`config.mk`:
```
export PLATFORM = sky130hd
export DESIGN_NAME = wdt_unit
export DESIGN_NICKNAME = d
export VERILOG_FILES = /design/src/rtl/wdt_pkg.sv /design/src/rtl/wdt_reload_delay.sv /design/src/rtl/wdt_pulse.sv /design/src/rtl/wdt_unit.sv
export SDC_FILE = /design/constraint.sdc
export NUM_CORES = 1
export LEC_CHECK = 0
export BUFFER_PORTS_ARGS = -buffer_cell sky130_fd_sc_hd__buf_2
export CORE_MARGIN = 3
export CORE_UTILIZATION = 40
export CTS_BUF_LIST = sky130_fd_sc_hd__clkbuf_4
export DETAILED_ROUTE_END_ITERATION = 6
export GPL_TIMING_DRIVEN = 1
export RECOVER_POWER = 25
export REMOVE_ABC_BUFFERS = 1
export SLEW_MARGIN = 15
export SYNTH_ARGS = -nofsm -noshare
export SYNTH_HDL_FRONTEND = slang
export SYNTH_HIERARCHICAL = 1
export SYNTH_SLANG_ARGS = --single-unit
```
`constraint.sdc`:
```
create_clock -name clk -period 2 [get_ports clk]
set_clock_uncertainty 0.1 [all_clocks]
set_input_delay 0.2 -clock clk [delete_from_list [all_inputs] [get_ports clk]]
set_output_delay 0.2 -clock clk [all_outputs]
set_load 0.02 [all_outputs]
```
`src/rtl/wdt_pkg.sv`:
```
package wdt_pkg;

    typedef enum logic [1:0] {
        ADDR_CTRL   = 2'd0,
        ADDR_CFG    = 2'd1,
        ADDR_VAL_LO = 2'd2,
        ADDR_VAL_HI = 2'd3
    } wdt_addr_e;

    localparam int CTL_STATUS    = 0;
    localparam int CTL_FORCE     = 1;
    localparam int CTL_EN_LSB    = 4;
    localparam int CFG_SECONDS   = 7;
    localparam int CFG_RST_EN    = 6;
    localparam int CFG_IRQ_EN    = 5;
    localparam int CFG_PG_EN     = 4;
    localparam int TICKS_PER_MIN = 60;

    typedef struct packed {
        logic [3:0]  ev_en;   // [3] IR, [2] mouse, [1] keyboard, [0] game port
        logic        status;
        logic [7:0]  cfg;
        logic [7:0]  val_lo;
        logic [7:0]  val_hi;
        logic [15:0] cnt;
        logic [5:0]  sub;
        logic        armed;
    } wdt_state_t;

endpackage

```
`src/rtl/wdt_reload_delay.sv`:
```
module wdt_reload_delay #(
    parameter int DELAY = 4
) (
    input  logic clk,
    input  logic rst_n,
    input  logic trig,
    output logic fire
);
    logic [DELAY-1:0] pipe_d, pipe_q;

    generate
        if (DELAY == 1) begin : g_single
            always_comb pipe_d = trig;
        end else begin : g_chain
            always_comb pipe_d = {pipe_q[DELAY-2:0], trig};
        end
    endgenerate

    always_ff @(posedge clk) begin
        if (!rst_n) pipe_q <= '0;
        else        pipe_q <= pipe_d;
    end

    assign fire = pipe_q[DELAY-1];
endmodule

```
`src/rtl/wdt_pulse.sv`:
```
module wdt_pulse #(
    parameter int LEN = 16
) (
    input  logic clk,
    input  logic rst_n,
    input  logic start,
    output logic active
);
    localparam int CW = $clog2(LEN + 1);

    logic [CW-1:0] cnt_d, cnt_q;

    always_comb begin
        if (start)             cnt_d = CW'(LEN);
        else if (cnt_q != '0)  cnt_d = cnt_q - 1'b1;
        else                   cnt_d = cnt_q;
    end

    always_ff @(posedge clk) begin
        if (!rst_n) cnt_q <= '0;
        else        cnt_q <= cnt_d;
    end

    assign active = (cnt_q != '0);
endmodule

```
`src/rtl/wdt_unit.sv`:
```
module wdt_unit
    import wdt_pkg::*;
#(
    parameter bit WIDE_VALUE   = 1'b1,
    parameter int RELOAD_DELAY = 4,
    parameter int PULSE_LEN    = 16
) (
    input  logic       clk,
    input  logic       rst_n,
    input  logic       reg_wr,
    input  logic [1:0] reg_addr,
    input  logic [7:0] reg_wdata,
    output logic [7:0] reg_rdata,
    input  logic       sec_tick,
    input  logic       ev_gp_rd,
    input  logic       ev_ir_wr,
    input  logic       ev_kbd_irq,
    input  logic       ev_mouse_irq,
    output logic       rst_out,
    output logic       pwr_good,
    output logic       irq_out,
    output logic [3:0] irq_sel
);
    localparam logic [5:0] SUB_LAST = 6'(TICKS_PER_MIN - 1);

    wdt_state_t s_d, s_q;

    logic        ev_trig, reload_fire, pulse_active;
    logic        wr_ctrl, wr_cfg, wr_lo, wr_hi, val_wr;
    logic        step, force_exp, timeout;
    logic [15:0] reload_val, new_val;
    logic [3:0]  ev_vec;

    assign ev_vec  = {ev_ir_wr, ev_mouse_irq, ev_kbd_irq, ev_gp_rd};
    assign ev_trig = |(ev_vec & s_q.ev_en);

    wdt_reload_delay #(.DELAY(RELOAD_DELAY)) u_delay (
        .clk(clk), .rst_n(rst_n), .trig(ev_trig), .fire(reload_fire)
    );

    wdt_pulse #(.LEN(PULSE_LEN)) u_pulse (
        .clk(clk), .rst_n(rst_n), .start(timeout), .active(pulse_active)
    );

    always_comb begin
        wr_ctrl    = reg_wr && (reg_addr == ADDR_CTRL);
        wr_cfg     = reg_wr && (reg_addr == ADDR_CFG);
        wr_lo      = reg_wr && (reg_addr == ADDR_VAL_LO);
        wr_hi      = reg_wr && (reg_addr == ADDR_VAL_HI) && WIDE_VALUE;
        val_wr     = wr_lo || wr_hi;
        reload_val = {s_q.val_hi, s_q.val_lo};
        new_val    = wr_hi ? {reg_wdata, s_q.val_lo} : {s_q.val_hi, reg_wdata};
        step       = sec_tick && s_q.armed &&
                     (s_q.cfg[CFG_SECONDS] || (s_q.sub == SUB_LAST));
        force_exp  = wr_ctrl && reg_wdata[CTL_FORCE];
        timeout    = force_exp ||
                     (step && (s_q.cnt == 16'd1) && !val_wr && !reload_fire);

        s_d = s_q;

        // counting
        if (sec_tick && s_q.armed) begin
            if (!s_q.cfg[CFG_SECONDS])
                s_d.sub = (s_q.sub == SUB_LAST) ? 6'd0 : s_q.sub + 6'd1;
            if (step)
                s_d.cnt = s_q.cnt - 16'd1;
        end

        // delayed event reload
        if (reload_fire && (reload_val != 16'd0)) begin
            s_d.cnt   = reload_val;
            s_d.sub   = 6'd0;
            s_d.armed = 1'b1;
        end

        // register writes
        if (wr_ctrl) begin
            s_d.ev_en  = reg_wdata[7:CTL_EN_LSB];
            s_d.status = s_q.status & reg_wdata[CTL_STATUS];
        end
        if (wr_cfg) s_d.cfg = reg_wdata;
        if (wr_lo)  s_d.val_lo = reg_wdata;
        if (wr_hi)  s_d.val_hi = reg_wdata;
        if (val_wr) begin
            s_d.cnt   = new_val;
            s_d.sub   = 6'd0;
            s_d.armed = (new_val != 16'd0);
        end

        // expiry wins over everything
        if (timeout) begin
            s_d.status = 1'b1;
            s_d.armed  = 1'b0;
            s_d.cnt    = 16'd0;
            s_d.sub    = 6'd0;
        end
    end

    always_ff @(posedge clk) begin
        if (!rst_n) s_q <= '0;
        else        s_q <= s_d;
    end

    always_comb begin
        case (reg_addr)
            ADDR_CTRL:   reg_rdata = {s_q.ev_en, 3'b000, s_q.status};
            ADDR_CFG:    reg_rdata = s_q.cfg;
            ADDR_VAL_LO: reg_rdata = s_q.val_lo;
            default:     reg_rdata = s_q.val_hi;
        endcase
    end

    assign rst_out  = pulse_active && s_q.cfg[CFG_RST_EN];
    assign pwr_good = !(pulse_active && s_q.cfg[CFG_PG_EN]);
    assign irq_out  = s_q.status && s_q.cfg[CFG_IRQ_EN];
    assign irq_sel  = s_q.cfg[3:0];

    AST_STATUS_STICKY: assert property (@(posedge clk) disable iff (!rst_n)
        s_q.status && !wr_ctrl |=> s_q.status);

    AST_EXPIRY_FLAGS: assert property (@(posedge clk) disable iff (!rst_n)
        $rose(pulse_active) |-> s_q.status);

    AST_EXPIRY_STOPS: assert property (@(posedge clk) disable iff (!rst_n)
        $rose(pulse_active) |-> !s_q.armed);

    AST_RELOAD_VALUE: assert property (@(posedge clk) disable iff (!rst_n)
        reload_fire && (reload_val != 16'd0) && !val_wr && !timeout
        |=> s_q.cnt == $past(reload_val));

    AST_MINUTE_HOLD: assert property (@(posedge clk) disable iff (!rst_n)
        sec_tick && s_q.armed && !s_q.cfg[CFG_SECONDS] && (s_q.sub != SUB_LAST)
        && !reload_fire && !val_wr && !force_exp |=> $stable(s_q.cnt));
endmodule

```
; Word level (Yosys, flattened, before mapping)
; Index checks and enable logic that the tools add are counted.
[word_totals]
reg_bits = 61
latchBits = 0
ram_bits = 0
romBits = 0
inputBits = 18
out_inout_bits = 15
elab_cells = 69
mem_count = 0
[classes]
n_addsub = 3
multipliers = 0
n_div = 0
n_lt_le_gt_ge = 0
eq_ne = 5
shifts = 0
mux = 12
n_bitwise = 4
n_reduce_logical = 34
[op_table]
columns = cell, count
row1 = two-way mux 23 bit, 2
row2 = two-way mux 16 bit, 2
row3 = nonzero test 16 bit, 2
row4 = case mux 8 bit (3 select lines), 1
row5 = two-way mux 22 bit, 1
row6 = == test 16 x 1 -> 1 bit (second input constant), 1
row7 = subtractor 16 x 1 -> 16 bit (second input constant), 1
row8 = logical AND 1 bit, 14
row9 = two-way mux 6 bit, 2
row10 = two-way mux 5 bit, 2
row11 = OR reduction 4 bit, 2
row12 = adder 6 x 1 -> 6 bit (second input constant), 1
row13 = == test 6 bit (second input constant), 1
row14 = nonzero test 2 bit, 3
row15 = nonzero test 3 bit, 2
row16 = nonzero test 5 bit, 1
row17 = subtractor 5 x 1 -> 5 bit (second input constant), 1
row18 = bitwise AND 4 bit, 1
row19 = == test 2 bit (second input constant), 2
row20 = AND reduction 2 bit, 2
row21 = zero test 1 bit, 3
row22 = logical OR 1 bit, 3
row23 = == test 2 x 1 -> 1 bit (second input constant), 1
row24 = zero test 2 bit, 1
row25 = 4 further kinds, 6

; Longest topological paths before layout
; Gate-level depths: netlist (run 1).
[depth]
ltp_word = 8
ltp_mapped = 8
ltp_nobuf = 8

; Hierarchy
; Netlist (run 1), hierarchy kept.
[by_module_without_submodules]
columns = mod, instances, cells_per_inst, area_per_inst_um2, seq_area_each_um2
row1 = wdt_unit, 1, 364, 3139.3, 1041.0
row2 = wdt_pulse, 1, 24, 235.2, 100.1
row3 = wdt_reload_delay, 1, 8, 105.1, 80.1

; Worst setup path after synthesis (run 1)
; No wires, ideal clock.
[synth_timing]
kind = register to register
from = register s_q[1] (netlist bit)
to = register u_pulse.cnt_q[3]
setup_ns = 0.115
t_arrival_ns = 1.707
required_ns = 1.785
path_slack_ns = 0.079
path_stages_with_launch = 9
path_buffers = 1
synth_period_minus_slack_ns = 1.921
path_cell_list = dfxtp_1 > ha_1 > and4b_1 > a21oi_2 > buf_2 > o31ai_1 > nand2b_1 > nand2b_1 > nor2_1
[synth_via]
elab_chain_len = 8
[synth_lines]
columns = element, line
row1 = from (decl), wdt_unit.sv:26  ; wdt_state_t s_d, s_q;
row2 = from (signal assigned), wdt_unit.sv:100  ; if (!rst_n) s_q <= '0;
row3 = from (signal assigned), wdt_unit.sv:101  ; else s_q <= s_d;
row4 = == test 6 bit, wdt_unit.sv:54  ; (s_q.cfg[CFG_SECONDS] || (s_q.sub == SUB_LAST));
row5 = logical OR 1 bit, wdt_unit.sv:54
row6 = logical AND 1 bit, wdt_unit.sv:53  ; step = sec_tick && s_q.armed &&
row7 = logical AND 1 bit (3 in a row), wdt_unit.sv:57  ; (step && (s_q.cnt == 16'd1) && !val_wr && !reload_fire);
row8 = logical OR 1 bit, wdt_unit.sv:56  ; timeout = force_exp ||
row9 = named net timeout, wdt_unit.sv:30  ; logic step, force_exp, timeout;
row10 = OR reduction 2 bit (no source line), --
row11 = to (signal assigned), wdt_pulse.sv:21  ; else cnt_q <= cnt_d;
row12 = to (decl), wdt_pulse.sv:11  ; logic [CW-1:0] cnt_d, cnt_q;
; The timed path passes the listed nets, and every way through them passes these cells.
; A chain may end at the register's enable or synchronous reset.

; Final worst setup path (run 1)
[layout_timing]
from = register u_pulse.cnt_q[1]
to = output port rst_out
[layout_via]
elab_chain_len = 2
[layout_lines]
columns = element, line
row1 = nonzero test 5 bit, wdt_pulse.sv:24  ; assign active = (cnt_q != '0);
row2 = named net pulse_active, wdt_unit.sv:28  ; logic ev_trig, reload_fire, pulse_active;
row3 = logical AND 1 bit, wdt_unit.sv:113  ; assign rst_out = pulse_active && s_q.cfg[CFG_RST_EN];
row4 = to (decl), wdt_unit.sv:19  ; output logic rst_out,
; The timed path passes the listed nets, and every way through them passes these cells.

==> results of run 1 <==
==> report_power, final <==
group	switching [uW]	internal [uW]
clock network	531	400
registers	69.2	1300
logic	468	456
total	1070	2150
==> layer usage <==
layer	up-vias	GRT usage, %	wire, microns	share of wire (%)
li1	1642	-	-	-
met4	0	5.25	82	0.80
met1	1644	29.4	4770	46
met2	97	34.4	4890	48
met5	-	0	0	0
met3	9	4.70	514	5.0
==> final cells by class <==
class | instances | area (sq um)
clock buffers | 9 | 67.6
flip-flops and latches | 61 | 1230
clock inverters | 7 | 82.6
fillers | 806 | 3970
diodes | 1 | 2.50
multi-input cells | 302 | 2150
well taps | 105 | 131
inverters | 8 | 30.0
repair buffers | 96 | 679
==> synth_stat cells (all sizes together), types with 3 or more instances <==
master / count
dfxtp: 61
nand2: 58
a21boi: 32
nor2: 23
nand3: 21
buf: 19
nor3: 14
a21oi: 12
a22o: 10
and2: 8
inv: 8
o21ai: 8
and3: 7
nor2b: 7
clkbuf: 6
a31oi: 5
mux4: 5
o311ai: 5
xnor2: 5
a21o: 4
ha: 4
mux2i: 4
nand2b: 4
nand4: 4
nor4: 4
o31ai: 4
a211oi: 3
a22oi: 3
o22ai: 3
o41a: 3
==> final timing paths <==
| path | startpoint | cells after the start | slack (ps) | to |
|---|---|---|---|---|
| setup / recovery | u_pulse/cnt_q[1] | 5 | -7 | rst_out |
| hold / removal | rst_n | 2 | 70 | u_pulse/cnt_q[4] |
| setup reg to reg | s_q[1] | 6 | 80 | s_q[22] |
| hold reg to reg | u_delay/pipe_q[1] | 1 | 350 | u_delay/pipe_q[2] |
==> timing repair <==
action,4_1_cts,5_1_grt
buffers inserted,4,3
endpoints found under the hold margin,20,0
resized for setup,12,16
hold buffers,10,0
pin swaps,2,5
endpoints found under the setup margin,4,23
cloned,0,0
==> state kept, by name (all words and copies together), names as in the netlist <==
register and count:
u_delay/pipe_q 4, s_q 32, reload_val 16, u_pulse/cnt_q 5, irq_sel 4
==> metrics by stage <==
step	power [uW]	hold slack (ps)
floorplan	1870	218
global placement	2130	320
detailed placement	2150	315
CTS	3230	46.3
global route	3400	39.8
finish	3220	74.6
==> worst register-to-register path, cell delays in order (launching register included) <==
cell     delay (ps)
dfxtp_2         360
ha_1            170
and4b_1         270
a21o_1          220
nand2_2          80
o41a_1          370
a32o_1          260
==> cells by family (layout without fill, tap and decap cells) <==
family	count (synthesis)	count (layout)	synth area share, %
other cells	0	1	0
mux	11	11	5.03
xor+xnor	6	6	1.51
compound gates	117	117	26.6
fa+ha+maj	4	4	1.44
buf+inv	33	120	5.43
flops	61	61	35.1
simple gates	164	164	24.9
==> results.py, run 1 <==
metrics = {
    "critical_path": {
        "critical-path-max-stage-delay_ps": 480,
        "crit_path_max_fanout": 3,
        "path_delay_family": "simple AND/OR/NAND/NOR gates",
        "crit_buf_inv": 2,
        "end_kind": "primary output",
        "cp.required_ps": 1700,
        "cp_cell_sequence": "inv_2, ha_4, or4b_4, and2_4, buf_6",
        "critPathLaunchType": "flop",
        "crit_slowest_cell": "or4b_4",
        "critPathKind": "reg2out",
        "crit_arrival_ps": 1710,
    },
    "route": {
        "avgViaCountPerCell": 5.76,
        "route.vias.total": 3392,
        "drc": 0,
        "drtPass1Iterations": 5,
        "wl_microns": 10300,
        "drtAntennaViolNets": 0,
        "drt-wirelength-per-cell_microns": 17.4,
        "drt_iter0_markers": 218,
    },
    "grt": {
        "antenna_found_initial": 0,
        "grt_pass1_wl_microns": 16800,
        "grt_overflow": 0,
        "grt_max_degree": 22,
        "grt_pass1_vias": 3229,
        "gr-usage-all-layers_pct": 21.4,
    },
    "place": {
        "dpl_cell_area_sq_um": 3990,
        "dp_hpwl_microns": 7750,
        "dp_worst_setup_slack_ps": -16.5,
        "place_inst": 555,
        "portBuffers": 32,
        "place_congestion": 0.902,
    },
    "cts": {
        "cts_buffers": 9,
        "cts_buffer_depth": 2,
        "root_buffer": "clkbuf_4",
        "htree_levels": 3,
        "cts_tree": "built",
        "worstSkewPairLatency_ps": 420,
        "clock_sinks": 61,
        "path_clk_slew_ps": 130,
    },
    "die": {
        "fp.dieArea_sq_um": 9850,
        "start_util_pct": 41.7,
        "die_x_microns": 99.3,
        "core_sq_um": 8340,
        "die_y_microns": 99.3,
        "io_pins": 33,
        "row_count": 33,
    },
    "layout": {
        "final_cells": 589,
        "final_cell_area_sq_um": 4370,
        "final_cell_mix": "nand2_1 (55), dfxtp_1 (55), buf_4 (46), a21boi_0 (31), buf_2 (29)",
        "drive_above_1_share_pct": 28.8,
        "area_growth_pct": 25.6,
        "post-route-util_pct": 52.4,
        "final_nets": 500,
    },
    "yosys": {
        "synth_cells": 396,
        "synth_area_leaders": "dfxtp_1 (35%), a21boi_0 (6.7%), nand2_1 (6.0%)",
        "ys_types": 75,
        "yosysTopAreaCellShare_pct": 35.1,
        "ys_seq_area_share_pct": 35.1,
        "syn_area_per_cell_sq_um": 8.79,
        "synth_top_area_cell": "dfxtp_1",
        "synth-edff-count": 0,
        "async_flop_share_pct": 0,
        "syn-cell-area_sq_um": 3480,
        "synth-main-ff-cell": "dfxtp_1",
        "ys_seq_elements": 61,
        "synth_warnings": 6,
    },
    "timing": {
        "setup_ws_ps": -7.05,
        "fin_setup_tns_ps": -7.05,
        "rsz0062_at_grt": "yes",
        "tightest_slew_ps": 529,
        "max-slew-margin-rel_pct": 64.7,
        "maxSlewViolCount": 0,
        "hold_viol_final": 0,
        "setup_viol": 1,
        "min_period_ps": 2010,
        "fmax_mhz": 498,
        "period_share_pct": 100,
    },
    "outcome": {
        "status": "complete, but fails checks",
        "failed_checks": "setup timing",
    },
    "worst_hold_path": {
        "hold_class": "in2reg",
    },
    "power": {
        "power_density_nw_per_um2": 737,
        "leakage_uw": 0.00175,
        "ir_worst_vdd_mv": 0.355,
    },
    "flow_run": {
        "max_cap_violations": 0,
    },
}
No activity file was read; power rests on OpenSTA's default activity.
==> run 2, diff against run 1 <==
clock period = 2.05 ns   (was 2 ns; I/O delays follow)
==> run 2 against run 1 <==
Net effect: the flow now finishes without violations; sequential power about the same; flip-flop and latch count unchanged; via count decreased by 2.1%; worst setup slack improved by 52 ps; global-route usage decreased by 0.19 points; wire length decreased by 1.7%; cell count decreased by 3.4%; count of clock-buffer cells in the layout unchanged; non-clock buffer count decreased by 19; critical path type unchanged; largest cell class unchanged.
==> results.py, run 2 (same netlist as run 1, synthesis figures left out) <==
metrics = {
    "route": {
        "route.vias.total": 3321,
        "drt-wirelength-per-cell_microns": 17.7,
        "wl_microns": 10100,
        "drc": 0,
        "drtPass1Iterations": 5,
        "avgViaCountPerCell": 5.84,
        "drtAntennaViolNets": 0,
        "drt_iter0_markers": 214,
    },
    "layout": {
        "final_cells": 569,
        "regArea_sq_um": 1220,
        "drive_above_1_share_pct": 24.8,
        "post-route-util_pct": 49.7,
        "final_cell_mix": "dfxtp_1 (59), nand2_1 (56), buf_4 (34), a21boi_0 (31), buf_2 (29)",
        "multiInputGateArea_sq_um": 2100,
        "fill_cells": 809,
        "largest_register_ffs": 32,
        "final_nets": 481,
        "layout_commonest_cell": "dfxtp_1",
        "antennaDiodeCount": 0,
        "area_growth_pct": 19.2,
        "regMostFlops": "s_q",
    },
    "cts": {
        "cts_buffers": 9,
        "worstSkewPairLatency_ps": 430,
        "htree_levels": 3,
        "path_clk_slew_ps": 110,
        "clock_sinks": 61,
        "root_buffer": "clkbuf_4",
        "cts_buffer_depth": 2,
        "cts_tree": "built",
    },
    "power": {
        "power_density_nw_per_um2": 745,
        "power_frac_seq_pct": 43.5,
        "ir_worst_vdd_mv": 0.339,
        "p_int_uw": 2080,
        "leakage_uw": 0.00163,
        "swShare_pct": 32.8,
        "p_sw_uw": 1010,
        "clockPowerShare_pct": 28.3,
        "p_comb_share_pct": 28.2,
    },
    "critical_path": {
        "cp_cell_sequence": "inv_2, ha_4, or4b_4, and2_4, buf_6",
        "crit_slowest_cell": "or4b_4",
        "critical-path-max-stage-delay_ps": 470,
        "crit_path_max_fanout": 3,
        "cp.required_ps": 1750,
        "startpoint": "u_pulse/cnt_q[1]",
        "critPathKind": "reg2out",
        "end_kind": "primary output",
        "r2r-start": "s_q[7]",
        "crit_arrival_ps": 1700,
        "critPathLaunchType": "flop",
    },
    "grt": {
        "grt_pass1_vias": 3170,
        "grt_max_degree": 22,
        "antenna_found_initial": 0,
        "gr-usage-all-layers_pct": 21.2,
        "grt_pass1_wl_microns": 16400,
        "grt_overflow": 0,
    },
    "place": {
        "dp_hpwl_microns": 7570,
        "place_congestion": 0.860,
        "place_inst": 539,
        "portBuffers": 32,
    },
    "die": {
        "start_util_pct": 41.7,
        "die_x_microns": 99.3,
        "fp.dieArea_sq_um": 9850,
        "core_sq_um": 8340,
        "die_y_microns": 99.3,
        "io_pins": 33,
        "row_count": 33,
    },
    "timing": {
        "hold_viol_final": 0,
        "fmax_mhz": 499,
        "period_share_pct": 97.8,
        "holdWs_ps": 11.7,
        "maxSlewViolCount": 0,
        "min_period_ps": 2010,
        "setup_viol": 0,
        "tightest_slew_ps": 464,
        "rsz0062_at_grt": "yes",
        "max-slew-margin-rel_pct": 68.8,
    },
    "worst_hold_path": {
        "hold_class": "in2reg",
        "worstHoldStart": "ev_kbd_irq",
    },
    "flow_run": {
        "max_cap_violations": 0,
    },
    "outcome": {
        "status": "finished clean",
    },
}
[run 2: timing repair]
action,CTS,global route
hold buffers,8,1
gates resized for setup,9,6
setup endpoints to repair,2,10
pin swaps,2,1
endpoints found under the hold margin,16,1
setup buffers,4,1
[run 2: power by group through the flow]
stage / logic [uW] / clock network, uW / registers [uW]
after global routing: 960 / 961 / 1350
after global placement: 699 / 0 / 1360
after CTS: 836 / 906 / 1340
after floorplan: 477 / 0 / 1350
after detailed placement: 713 / 0 / 1360
final: 872 / 875 / 1340
[run 2: layout make-up]
type | instances | share of cell area, %
flip-flops and latches | 61 | 29.5
inverters | 8 | 0.724
well taps | 105 | 3.17
clock inverters | 7 | 1.81
multi-input cells | 302 | 50.7
repair buffers | 77 | 12.5
clock buffers | 9 | 1.63
[run 2: path summary, 6_finish.rpt]
kind	endpoint	slack [ps]	cells past startpoint
worst max-delay path	rst_out	40	5
worst min-delay path	u_delay/pipe_q[0]	10	4
worst max register to register	s_q[18]	120	6
worst min register to register	u_delay/pipe_q[2]	350	1
[run 2: through the flow]
stage,instance area (sq um),TNS (ps),setup WS [ps],total power [uW]
after global routing,4150,-30.7,-30.7,3270
after detailed placement,3840,0,122,2080
after CTS,4120,0,18.6,3080
final,4150,0,44.7,3090
after global placement,3840,0,138,2060
after floorplan,3320,0,16.0,1830
[run 2: critical path, delay by kind of cell, from the launching register on]
| kind | cells | cell delay [ps] |
|---|---|---|
| DFF | 1 | 340 |
| adders and majority gates | 1 | 130 |
| buffers and inverters | 2 | 180 |
| and+or+nand+nor | 2 | 630 |
[run 2: metal layers]
layer | track usage [%] | share of wire (%) | up-vias
li1 | - | - | 1602
met1 | 28.9 | 47 | 1601
met2 | 32.7 | 45 | 100
met3 | 5.47 | 5.4 | 18
met4 | 7.14 | 2.3 | 0
met5 | 0 | 0 | -
